$ cat src/rtl/tef_pkg.sv
package tef_pkg;
    localparam int          CTL_EXCL_BIT  = 24;
    localparam int          CTL_SS_BIT    = 25;
    localparam int          SS_STOP_OFS   = 16;
    localparam int          SS_MAX_CMP    = 8;
    localparam int          EVT_INV_BIT   = 14;
    localparam logic [6:0]  EVT_ALWAYS    = 7'h6F;
    localparam logic [31:0] CTL_RESET     = 32'h0100_0000;
    localparam logic [31:0] EVT_RESET     = 32'h0000_006F;
endpackage

$ cat src/rtl/tef_range_unit.sv
module tef_range_unit #(
    parameter int ADDR_W = 32
) (
    input  logic [ADDR_W-1:0] addr,
    input  logic [ADDR_W-1:0] lo,
    input  logic [ADDR_W-1:0] hi,
    output logic              hit
);
    always_comb begin
        hit = (addr >= lo) && (addr < hi);
    end
endmodule

$ cat src/rtl/tef_event_decode.sv
module tef_event_decode #(
    parameter int N_EXT = 4
) (
    input  logic [31:0]      evt_word,
    input  logic [N_EXT-1:0] ext_evt,
    output logic             evt_true
);
    import tef_pkg::*;

    logic [6:0] code;
    logic       base;

    always_comb begin
        code = evt_word[6:0];
        base = 1'b0;
        if (code == EVT_ALWAYS) begin
            base = 1'b1;
        end else begin
            for (int i = 0; i < N_EXT; i++) begin
                if (code == 7'(i)) base = ext_evt[i];
            end
        end
        evt_true = evt_word[EVT_INV_BIT] ? !base : base;
    end
endmodule

$ cat src/rtl/tef_startstop.sv
module tef_startstop #(
    parameter int NCMP = 8
) (
    input  logic            clk,
    input  logic            rst_n,
    input  logic            valid,
    input  logic [NCMP-1:0] start_m,
    input  logic [NCMP-1:0] stop_m,
    output logic            ss_now,
    output logic            ss_q
);
    logic ss_d;

    always_comb begin
        ss_d = ss_q;
        if (valid) begin
            if (|stop_m)       ss_d = 1'b0;
            else if (|start_m) ss_d = 1'b1;
        end
        ss_now = ss_d;
    end

    always_ff @(posedge clk) begin
        if (!rst_n) ss_q <= 1'b0;
        else        ss_q <= ss_d;
    end

    AST_STOP_WINS: assert property (@(posedge clk) disable iff (!rst_n)
        valid && (|stop_m) |=> !ss_q);
    AST_START_SETS: assert property (@(posedge clk) disable iff (!rst_n)
        valid && (|start_m) && !(|stop_m) |=> ss_q);
    AST_SS_HOLD: assert property (@(posedge clk) disable iff (!rst_n)
        !valid |=> $stable(ss_q));
endmodule

$ cat src/rtl/trace_filter.sv
module trace_filter #(
    parameter int NUM_PAIRS = 4,
    parameter int ADDR_W    = 32,
    parameter int N_EXT     = 4,
    localparam int NCMP     = 2 * NUM_PAIRS,
    localparam int SEL_W    = $clog2(NCMP + 3)
) (
    input  logic              clk,
    input  logic              rst_n,
    input  logic              cfg_we,
    input  logic [SEL_W-1:0]  cfg_sel,
    input  logic [31:0]       cfg_wdata,
    input  logic              in_valid,
    input  logic [ADDR_W-1:0] in_addr,
    input  logic [N_EXT-1:0]  ext_evt,
    output logic              trace_en,
    output logic [3:0]        capability
);
    import tef_pkg::*;

    localparam logic [SEL_W-1:0] SEL_CTL = SEL_W'(NCMP);
    localparam logic [SEL_W-1:0] SEL_SS  = SEL_W'(NCMP + 1);
    localparam logic [SEL_W-1:0] SEL_EVT = SEL_W'(NCMP + 2);

    typedef struct packed {
        logic [NCMP-1:0][ADDR_W-1:0] cmp;
        logic [31:0]                 ctl;
        logic [31:0]                 ss;
        logic [31:0]                 evt;
        logic                        en;
    } regs_t;

    regs_t q, d;

    logic [NUM_PAIRS-1:0] pair_hit;
    logic [NCMP-1:0]      start_m, stop_m;
    logic                 sel_hit, any_sel, range_ok;
    logic                 evt_true, ss_now, ss_q;

    // Ranges from comparator pairs
    for (genvar k = 0; k < NUM_PAIRS; k++) begin : g_pair
        tef_range_unit #(.ADDR_W(ADDR_W)) i_rng (
            .addr (in_addr),
            .lo   (q.cmp[2*k]),
            .hi   (q.cmp[2*k+1]),
            .hit  (pair_hit[k])
        );
    end

    // Exact-address start/stop matches
    for (genvar n = 0; n < NCMP; n++) begin : g_ss
        if (n < SS_MAX_CMP) begin : g_on
            assign start_m[n] = q.ss[n] && (in_addr == q.cmp[n]);
            assign stop_m[n]  = q.ss[n + SS_STOP_OFS] && (in_addr == q.cmp[n]);
        end else begin : g_off
            assign start_m[n] = 1'b0;
            assign stop_m[n]  = 1'b0;
        end
    end

    tef_startstop #(.NCMP(NCMP)) i_ss (
        .clk     (clk),
        .rst_n   (rst_n),
        .valid   (in_valid),
        .start_m (start_m),
        .stop_m  (stop_m),
        .ss_now  (ss_now),
        .ss_q    (ss_q)
    );

    tef_event_decode #(.N_EXT(N_EXT)) i_evt (
        .evt_word (q.evt),
        .ext_evt  (ext_evt),
        .evt_true (evt_true)
    );

    always_comb begin
        sel_hit  = |(pair_hit & q.ctl[NUM_PAIRS-1:0]);
        any_sel  = |q.ctl[NUM_PAIRS-1:0];
        range_ok = q.ctl[CTL_EXCL_BIT] ? !sel_hit : (!any_sel || sel_hit);

        d = q;
        if (cfg_we) begin
            for (int i = 0; i < NCMP; i++) begin
                if (cfg_sel == SEL_W'(i)) d.cmp[i] = cfg_wdata[ADDR_W-1:0];
            end
            if (cfg_sel == SEL_CTL) d.ctl = cfg_wdata;
            if (cfg_sel == SEL_SS)  d.ss  = cfg_wdata;
            if (cfg_sel == SEL_EVT) d.evt = cfg_wdata;
        end
        d.en = in_valid && evt_true && range_ok &&
               (!q.ctl[CTL_SS_BIT] || ss_now);
    end

    always_ff @(posedge clk) begin
        if (!rst_n) begin
            q.cmp <= '0;
            q.ctl <= CTL_RESET;
            q.ss  <= '0;
            q.evt <= EVT_RESET;
            q.en  <= 1'b0;
        end else begin
            q <= d;
        end
    end

    assign trace_en   = q.en;
    assign capability = 4'(NUM_PAIRS);

    AST_IDLE_LOW: assert property (@(posedge clk) disable iff (!rst_n)
        !in_valid |=> !trace_en);
    AST_EVT_BLOCKS: assert property (@(posedge clk) disable iff (!rst_n)
        in_valid && !evt_true |=> !trace_en);
    AST_EXCL_BLOCKS: assert property (@(posedge clk) disable iff (!rst_n)
        in_valid && q.ctl[CTL_EXCL_BIT] && sel_hit |=> !trace_en);
    AST_SS_GATE: assert property (@(posedge clk) disable iff (!rst_n)
        in_valid && q.ctl[CTL_SS_BIT] && !ss_now |=> !trace_en);
endmodule

$ cat config.mk
export PLATFORM = sky130hd
export DESIGN_NAME = trace_filter
export DESIGN_NICKNAME = d
export VERILOG_FILES = /design/src/rtl/tef_pkg.sv /design/src/rtl/tef_range_unit.sv /design/src/rtl/tef_event_decode.sv /design/src/rtl/tef_startstop.sv /design/src/rtl/trace_filter.sv
export SDC_FILE = /design/constraint.sdc
export NUM_CORES = 1
export LEC_CHECK = 0
export BUFFER_PORTS_ARGS = -buffer_cell sky130_fd_sc_hd__buf_2
export CAP_MARGIN = 15
export CORE_ASPECT_RATIO = 2
export CORE_MARGIN = 1.5
export CORE_UTILIZATION = 55
export CTS_BUF_LIST = sky130_fd_sc_hd__clkbuf_16
export CTS_CLUSTER_DIAMETER = 200
export DETAILED_ROUTE_END_ITERATION = 16
export PLACE_DENSITY = 0.73
export RECOVER_POWER = 25
export SLEW_MARGIN = 20
export SYNTH_ARGS = -nofsm -noshare
export SYNTH_HDL_FRONTEND = slang
export SYNTH_SLANG_ARGS = --single-unit
$ cat constraint.sdc
create_clock -name clk -period 3.57 [get_ports clk]
set_input_delay 0.714 -clock clk [delete_from_list [all_inputs] [get_ports clk]]
set_output_delay 0.714 -clock clk [all_outputs]
set_load 0.02 [all_outputs]
# Word level (Yosys, flattened, before mapping)
# Cells that the tools add are included.
# totals
reg_bits	323
# op_classes
n_eq_ne	22
bitwise	1
mux	10
reduce_logical	46
n_lt_le_gt_ge	8
# ops
cell	n
== test 32 bit	8
greater-or-equal comparator 32 bit	4
less-than comparator 32 bit	4
logical AND 1 bit	23
AND reduction 2 bit	11
== test 4 x 3 -> 1 bit, second input constant	4
OR reduction 8 bit	2
== test 7 x 2 -> 1 bit, second input constant	2
== test 4 bit, second input constant	3
2-to-1 mux 1 bit	10
== test 4 x 2 -> 1 bit, second input constant	2
OR reduction 4 bit	2
== test 7 x 1 -> 1 bit, second input constant	1
== test 7 bit, second input constant	1
logical NOT 7 bit	1
bitwise AND 4 bit	1
== test 4 x 1 -> 1 bit, second input constant	1
logical NOT 1 bit	4
logical NOT 4 bit	1
logical OR 1 bit	2

# Depth between registers and ports, before layout
# Gate-level depths: netlist of the first run.
# depth
ltp_word	11
mapped_depth	10
ltp_nobuf	10

# Hierarchy
# From an unflattened synthesis of the first run, not the netlist that was laid out.
# hier_totals
hier_cells	2721
hier_area_um2	21100.2
# by_module_without_submodules
mod	area_per_inst_um2	cells_per_inst	n_inst	seq_area_each_um2
trace_filter	14700.3	1811	1	6226.0
tef_range_unit	1562.7	223	4	0.0
tef_startstop	83.8	11	1	20.0
tef_event_decode	65.1	7	1	0.0

# Worst setup path before layout of the first run
# OpenSTA, ideal clock, no wires.
# synth_path
path_kind	input to register
startpoint	input port in_addr[22]
endpoint	register q, in the netlist trace_en
path_slack_ns	0.841
required_time_ns	3.467
arrival_time_ns	2.625
path_stages	9
cell_sequence	ha_1 and4_4 and4bb_4 a221o_1 a211o_1 a311oi_1 o32ai_1 o21a_1 a2111oi_2
# synth_between
elab_chain_len	8
word_cells_on_any_way	49
# synth_rtl
element	line	rtl
from (decl)	trace_filter.sv:14	input logic [ADDR_W-1:0] in_addr,
greater-or-equal comparator 32 bit, or another cell as far along	tef_range_unit.sv:10	hit = (addr >= lo) && (addr < hi);
logical AND 1 bit (on tied branches)	tef_range_unit.sv:10, trace_filter.sv:53	
bitwise AND 4 bit or OR reduction 8 bit (tied branches)	trace_filter.sv:78, tef_startstop.sv:18	
OR reduction 4 bit or 2-to-1 mux 1 bit (tied branches)	trace_filter.sv:78, tef_startstop.sv:18	
logical OR 1 bit, or another cell as far along	trace_filter.sv:80	range_ok = q.ctl[CTL_EXCL_BIT] ? !sel_hit : (!any_sel || sel_hit);
2-to-1 mux 1 bit (on tied branches)	trace_filter.sv:80, tef_startstop.sv:16	
logical AND 1 bit or logical OR 1 bit (tied branches)	trace_filter.sv:91, trace_filter.sv:92	
logical AND 1 bit (*)	trace_filter.sv:91	d.en = in_valid && evt_true && range_ok &&
to (decl)	trace_filter.sv:33	regs_t q, d;
# Every way passes the cells marked *; elsewhere a longest branch is shown, timed or not.
# A chain may end at the register's enable or synchronous reset.

# Worst setup path in the final report of the first run
# layout_path
startpoint	input port cfg_sel[1]
endpoint	register q[271] in the netlist's numbering
# layout_between
elab_chain_len	2
# layout_rtl
element	line	rtl
from (decl)	trace_filter.sv:11	input logic [SEL_W-1:0] cfg_sel,
== test 4 x 3 -> 1 bit	trace_filter.sv:85	if (cfg_sel == SEL_W'(i)) d.cmp[i] = cfg_wdata[ADDR_W-1:0];
AND reduction 2 bit (no source line)	n/a	
# Every way passes these cells.

==> impl_results.md, run 1 <==
- Synth Warn #: 0
- Cell internal pwr: 5.234 mW
- Fin nets: about 2600
- Slew @ Worst Pin: between 2 and 2.5 ns
- CP Capture Type: flop
- Max_slew headroom: -46.35%
- Core Region: roughly 30000 um^2
- Buf/Inv on CP: 2
- VDD IR max: a little over 400 uV
- CP Class: input pin to flop
- Psw: 1.936 mW
- Die Y: roughly 250 um
- Critical path launch point type: input pin
- Status: finished, violations left
- Placer congestion estimate: roughly 0.93
- CP required: 4.06 ns
- # fillers: about 2800
- Antenna cells: 0
- Seq cells post-synth: about 290
- Initial antenna violation count: 1
- Power share of the sequential group: a little under half
- Final Hold Slack: around 0.44 ns
- Max Slew Vio Count: 99
- Max cap viols: 3
- Ys flop type: dfxtp_1
- Largest stage delay, worst path: 1.56 ns
- Combinational share of power: about an eighth
- Async SR Flop Fraction: 0%
- Per-cell routed wire length: 21.52 um
- Hold_buf cts: 0
- Area occupied by multi-input gates: between 9000 and 10000 um^2
- FP Rows: 90
- GRT Util Overall: about 36%
- Post-Syn Area: ~17000 um^2
- Mapped Cells: ~2200
- Syn Area/Cell: about 7.6 um^2
- Crit Path Max Fanout: 32
- Clock latency at the later pin of the worst-skew pair: about 0.57 ns
- DRT iter0 DRCs: 883
- Clock Power Share: between 40 and 50%
- Via count: roughly 15000
- Finished Core Util: between 60% and 70%
- Chip width: between 100 and 150 um
- Antenna Nets Post-Route: 0
- DRC viols: 0
- Clk root buf: clkbuf_16
- Hold WC Path Type: input pin to flop
- H-tree levels: 1
- Endpoints failing hold: 0
- Leakage: between 6 and 7 nW
- Storage element area: 5766 um^2
- RSZ-0062 raised after global routing: false
- Switch share: a little over a quarter
- Clk_skew: 0.009056 ns
- First-pass GRT wire length: around 85 mm
- Worst path arrival time: between 3 and 4 ns
- Vias in the first global route: 15210
- Fmax: 353.3 MHz
- Critical path's slowest cell: clkbuf_1
- Period utilization: about four fifths
- Sequential area share after synthesis: ~35%
- CP delay by family, top: buffers and inverters
- EDFF count, synth: 0
- Area Growth Syn to Fin: 9.682%
- Via-per-instance ratio: 5.894
- GRT overflow: 0
- Distinct cells, synth: 64
- Setup bufs post-CTS: 0
- CTS tree: built
- Pre-Repair DR Iteration Count: 5
- Fin crit period: around 2.8 ns
- Post-cts resize count: 0
- Fraction of layout cells with a size suffix above 1: 7.589%
- Starting Density: around 56%
- Clk sinks: 288
- Io pins: a little over 80
- R2r setup slk: 0.77 ns
- WL final: about 56 mm
- # port buffers: 76
- Final setup vio count: 0
- Reg clk slew, reported paths: around 0.070 ns
- Failing checks: capacitance limit, slew limit
- Final TNS setup: 0 ns
- Cell mode on critical path: clkbuf_1
- CP cell instances: clkbuf_1 -> nand2b_1 -> nor2_2 -> clkbuf_1 -> nand2_1 -> a21oi_1
- TritonCTS Buffers: 28
- CTS max path bufs: 3
- Largest net degree at the start of global routing: between 100 and 150
- HPWL after detailed placement: between 40 and 50 mm
- Area of the die: between 30000 and 40000 um^2
- Power per cell area: about 390 nW/um^2
-- cell usage after synthesis (13+ instances only) --
master,instances,share of area [%]
a21o_1,22,0.99
a21oi_1,351,11
clkbuf_1,97,2.2
clkbuf_2,13,0.39
dfxtp_1,288,35
ha_1,256,19
inv_1,254,5.7
mux2i_1,30,1.8
nand2_1,564,13
nand3_1,52,1.6
nand4_1,55,2.1
nor2_1,46,1.0
nor4_1,13,0.49
o21ai_0,21,0.63
-- area by class of cell --
cell class | count | share of cell area (%)
Multi-Input combinational cell | 1531 | 52.01
Inverter | 255 | 5.264
Clock inverter | 23 | 0.9967
Clock buffer | 29 | 3.960
Tap cell | 368 | 2.512
Timing Repair Buffer | 114 | 3.803
Sequential cell | 288 | 31.46
-- state kept, by name, summed over array words and instances (netlist names) --
name       count
i_ss.ss_q      1
q            286
trace_en       1
-- metrics by stage --
stage / std cells / total power, mW / instance area, um^2 / setup WS, ns
final: 2608 / 7.171 / 18330 / 0.7397
after global routing: 2608 / 7.416 / 18330 / 0.6384
after CTS: 2608 / 7.198 / 18350 / 0.7869
after detailed placement: 2556 / 4.204 / 17450 / 0.2528
after global placement: 2556 / 4.179 / 17450 / 0.2489
after floorplan: 2193 / 3.854 / 16720 / 0.8411
-- worst paths after layout --
kind | from | endpoint | cells after the start
setup / recovery | cfg_sel[1] | q[271]$_SDFFE_PN0P_ | 6
setup reg to reg | q[318]$_SDFFE_PN0P_ | trace_en$_SDFF_PN0_ | 9
hold / removal | rst_n | q[1]$_SDFFE_PN1P_ | 2
hold reg to reg | q[259]$_SDFFE_PN0P_ | q[259]$_SDFFE_PN0P_ | 2
-- power by group through the flow --
stage / clock network, mW / logic, mW / registers [mW]
after floorplan: 0 / 0.511 / 3.34
after global placement: 0 / 0.831 / 3.35
after detailed placement: 0 / 0.855 / 3.35
after CTS: 3.06 / 0.862 / 3.28
after global routing: 3.19 / 0.950 / 3.28
final: 3.03 / 0.868 / 3.28
-- cell families after synthesis --
| group | Yosys count | synth area share (%) |
|---|---|---|
| AND/OR/NAND/NOR | 781 | 20.32 |
| AO/OA/AOI/OAI | 458 | 15.36 |
| buffers and inverters | 374 | 8.618 |
| flip-flops | 288 | 34.50 |
| adder cells (fa/ha/maj) | 256 | 19.17 |
| multiplexers | 31 | 1.932 |
| other | 2 | 0.04494 |
| XOR/XNOR | 1 | 0.05242 |
-- placed cells by master, fill, tap and decap left out, types with 8 or more instances in the layout --
cell,n
buf_4,30
o21ai_0,21
inv_1,259
clkbuf_16,29
nand3_1,52
a21o_1,22
dfxtp_1,288
buf_2,73
nor4_1,13
nand2_1,564
mux2i_1,30
nor2b_1,12
a21oi_1,351
ha_1,256
a21boi_0,9
nor2_1,40
clkinv_2,8
nand4_1,55
and4_1,8
-- per-layer routing --
layer | share of wire (%) | GRT usage, % | wire length (um)
met4 | 10 | 29.46 | 5701
met2 | 52 | 66.72 | 29030
met3 | 4.2 | 3.987 | 2359
met5 | 0.020 | 0 | 11
met1 | 34 | 34.27 | 19020
Power figures use the tool's default switching activity.
==> run 2: changes to the inputs <==
PLACE_DENSITY = 0.75   (was 0.73)
clock period = 2.6 ns   (was 3.57 ns; I/O delays follow)
==> run 2 against run 1 <==
  * The flow finishes with violations (setup timing)
  * Worst hold slack got worse by 0.17 ns
  * Die area unchanged
  * Core utilization is 5.1 points higher
  * Routed wire length increased by 1.5%
  * Via count is 5.7% higher
  * Global-route usage rose by 0.74 points
  * Sequential share of layout area shrank 2.3 points
  * Final area rose by 8.4%
  * Clock-buffer cell count down 2
  * Combinational power increased by 59%
  * Critical path type is now flop to flop
  * Critical endpoint is now trace_en$_SDFF_PN0_
==> impl_results.md, run 2 (same netlist as run 1, synthesis figures left out) <==
- Status: finished, violations left (unchanged)
- Failing checks: setup timing (was capacitance limit, slew limit)
- Largest net degree at the start of global routing: 71 (was 102)
- Core Region: 30070 um^2 (unchanged)
- Vias in the first global route: 16570 (was 15210)
- Period utilization: 101.4%
- Reg2reg start: q[185]$_SDFFE_PN0P_ (was q[318]$_SDFFE_PN0P_)
- Commonest cells after routing, fill and taps aside: 564 x nand2_1, 347 x a21oi_1, 272 x dfxtp_1 (was 564 x nand2_1, 351 x a21oi_1, 288 x dfxtp_1)
- Clock latency at the later pin of the worst-skew pair: 0.55 ns (was 0.57 ns)
- WL final: 56.93 mm (was 56.12 mm)
- DRT iter0 DRCs: 846 (was 883)
- VDD IR max: 697.6 uV (was 408.7 uV)
- FP Rows: 90 (unchanged)
- Hold_buf cts: 0 (unchanged)
- # port buffers: 76 (unchanged)
- Via-per-instance ratio: 5.905 (was 5.894)
- Pre-Repair DR Iteration Count: 6 (was 5)
- Final Hold Slack: 0.2681 ns (was 0.4365 ns)
- CTS max path bufs: 3 (unchanged)
- Io pins: 81 (unchanged)
- GRT overflow: 0 (unchanged)
- CP cell instances: inv_2 -> ha_4 -> nand4_1 -> and4bb_1 -> a221o_1 -> a211oi_2 -> and3_4 -> o32ai_4 -> o21a_1 -> a2111oi_2 (was clkbuf_1 -> nand2b_1 -> nor2_2 -> clkbuf_1 -> nand2_1 -> a21oi_1)
- Final worst slack: -0.03520 ns (was 0.7397 ns)
- Hold WC Path Type: input pin to flop (unchanged)
- H-tree levels: 1 (unchanged)
- Initial antenna violation count: 2 (was 1)
- Per-cell routed wire length: 20.69 um (was 21.52 um)
- Placer congestion estimate: 0.9488 (was 0.9285)
- Critical Path Start: q[185]$_SDFFE_PN0P_ (was cfg_sel[1])
- HPWL after detailed placement: 41.81 mm (was 41.29 mm)
- GRT Util Overall: 36.33% (was 35.59%)
- Critical path launch point type: flop (was input pin)
- Critical path's slowest cell: dfxtp_2 (was clkbuf_1)
- Worst Min Path Start: rst_n (unchanged)
- Met1 Routed Length: 18.26 mm (was 19.02 mm)
- Reg clk slew, reported paths: 0.06 ns (was 0.07 ns)
- Max reg flops: 286 (unchanged)
- Fin crit period: 2.635 ns
- Fraction of layout cells with a size suffix above 1: 15.46% (was 7.589%)
- Via count: 16250 (was 15370)
- CP delay by family, top: compound AO/OA/AOI/OAI gates (was buffers and inverters)
- Commonest non-fill, non-tap cell in the layout: nand2_1 (unchanged)
- TritonCTS Buffers: 26 (was 28)
- Clk_skew: 0.005020 ns (was 0.009056 ns)
- Area occupied by multi-input gates: 9849 um^2 (was 9532 um^2)
- Max_slew headroom: 16.39% (was -46.35%)
- Antenna Nets Post-Route: 0 (unchanged)
- Clk root buf: clkbuf_16 (unchanged)
- Largest stage delay, worst path: 0.33 ns (was 1.56 ns)
- Routed met3 length: 2.736 mm (was 2.359 mm)
- Max layer used: met4 (was met5)
- Area of the die: 31500 um^2 (unchanged)
- Post-Place Cell Area: 18620 um^2 (was 17450 um^2)
- CP required: 3.05 ns (was 4.06 ns)
- Crit Path Max Fanout: 2 (was 32)
- RSZ-0062 raised after global routing: true (was false)
- CP Capture Type: flop (unchanged)
- Reg with most FFs: q (unchanged)
- Fin nets: 2694 (was 2550)
- Slew @ Worst Pin: 1.254 ns (was 2.195 ns)
- Final TNS setup: -0.03520 ns (was 0 ns)
- Storage element area: 5786 um^2 (was 5766 um^2)
- Met2 wire length: 29.41 mm (was 29.03 mm)
- Max Slew Vio Count: 0 (was 99)
- CTS tree: built (unchanged)
- Final setup vio count: 1 (was 0)
- DRC viols: 0 (unchanged)
- Max cap viols: 0 (was 3)
- Power per cell area: 503.3 nW/um^2 (was 391.2 nW/um^2)
- # fillers: 2561 (was 2821)
- Final Power: 9.999 mW (was 7.171 mW)
- Die Y: 249.5 um (unchanged)
- Pre-CTS setup slack: -0.5221 ns (was 0.2528 ns)
- Buf/Inv on CP: 1 (was 2)
- Leakage: 7.402 nW (was 6.640 nW)
- Starting Density: 55.58% (unchanged)
- Area Growth Syn to Fin: 18.91% (was 9.682%)
- Clk sinks: 288 (unchanged)
- Worst path arrival time: 3.09 ns (was 3.32 ns)
- Endpoints failing hold: 0 (unchanged)
- Chip width: 126.3 um (unchanged)
- CP Class: flop to flop (was input pin to flop)
- Fmax: between 300 and 400 MHz
- First-pass GRT wire length: 87.51 mm (was 84.91 mm)
- Design area: 19870 um^2 (was 18330 um^2)
## run 2: metal layers
metal	up-vias	track usage [%]
met5	-	0
met4	0	36.88
met3	314	5.466
met2	624	66.36
met1	7636	32.81
li1	7671	-
## run 2: power breakdown
| group | internal [mW] | total (mW) | switching [mW] |
|---|---|---|---|
| Combinational | 0.554 | 1.38 | 0.830 |
| Clock | 2.37 | 4.12 | 1.75 |
| Sequential | 4.47 | 4.50 | 0.0324 |
## run 2: path summary, 6_finish.rpt
kind	to	depth (start not counted)	slack (ns)
worst max-delay path	trace_en$_SDFF_PN0_	10	-0.04
worst min-delay path	q[3]$_SDFFE_PN1P_	2	0.27
worst max register to register	trace_en$_SDFF_PN0_	10	-0.04
worst min register to register	q[270]$_SDFFE_PN0P_	2	0.45
## run 2: worst register-to-register path, delay by kind of cell (launching register included)
| family | cells | cell delay (ns) |
|---|---|---|
| adders and majority gates | 1 | 0.22 |
| and+or+nand+nor | 3 | 0.78 |
| buffers and inverters | 1 | 0.04 |
| AOI/OAI and AO/OA | 5 | 1.16 |
| DFF | 1 | 0.33 |
## run 2: final cells by class
| type | count | area share, % |
|---|---|---|
| inverters | 255 | 4.855 |
| clock inverters | 20 | 1.089 |
| diodes | 2 | 0.02519 |
| repair buffers | 260 | 9.622 |
| flip-flops and latches | 288 | 29.12 |
| well taps | 368 | 2.317 |
| clock buffers | 27 | 3.400 |
| multi-input cells | 1531 | 49.57 |
## run 2: what timing repair did
action / 4_1_cts / 5_1_grt
pin swaps: 17 / 18
endpoints found under the setup margin: 1 / 1
buffers inserted: 3 / 3
hold endpoints to repair: 0 / 0
gates resized for setup: 36 / 28
## run 2: stage by stage
stage | util [%] | cells
floorplan | - | 2193
global placement | 61.92 | 2697
detailed placement | 61.92 | 2697
CTS | 65.53 | 2746
global route | 66.08 | 2751
finish | 66.08 | 2751
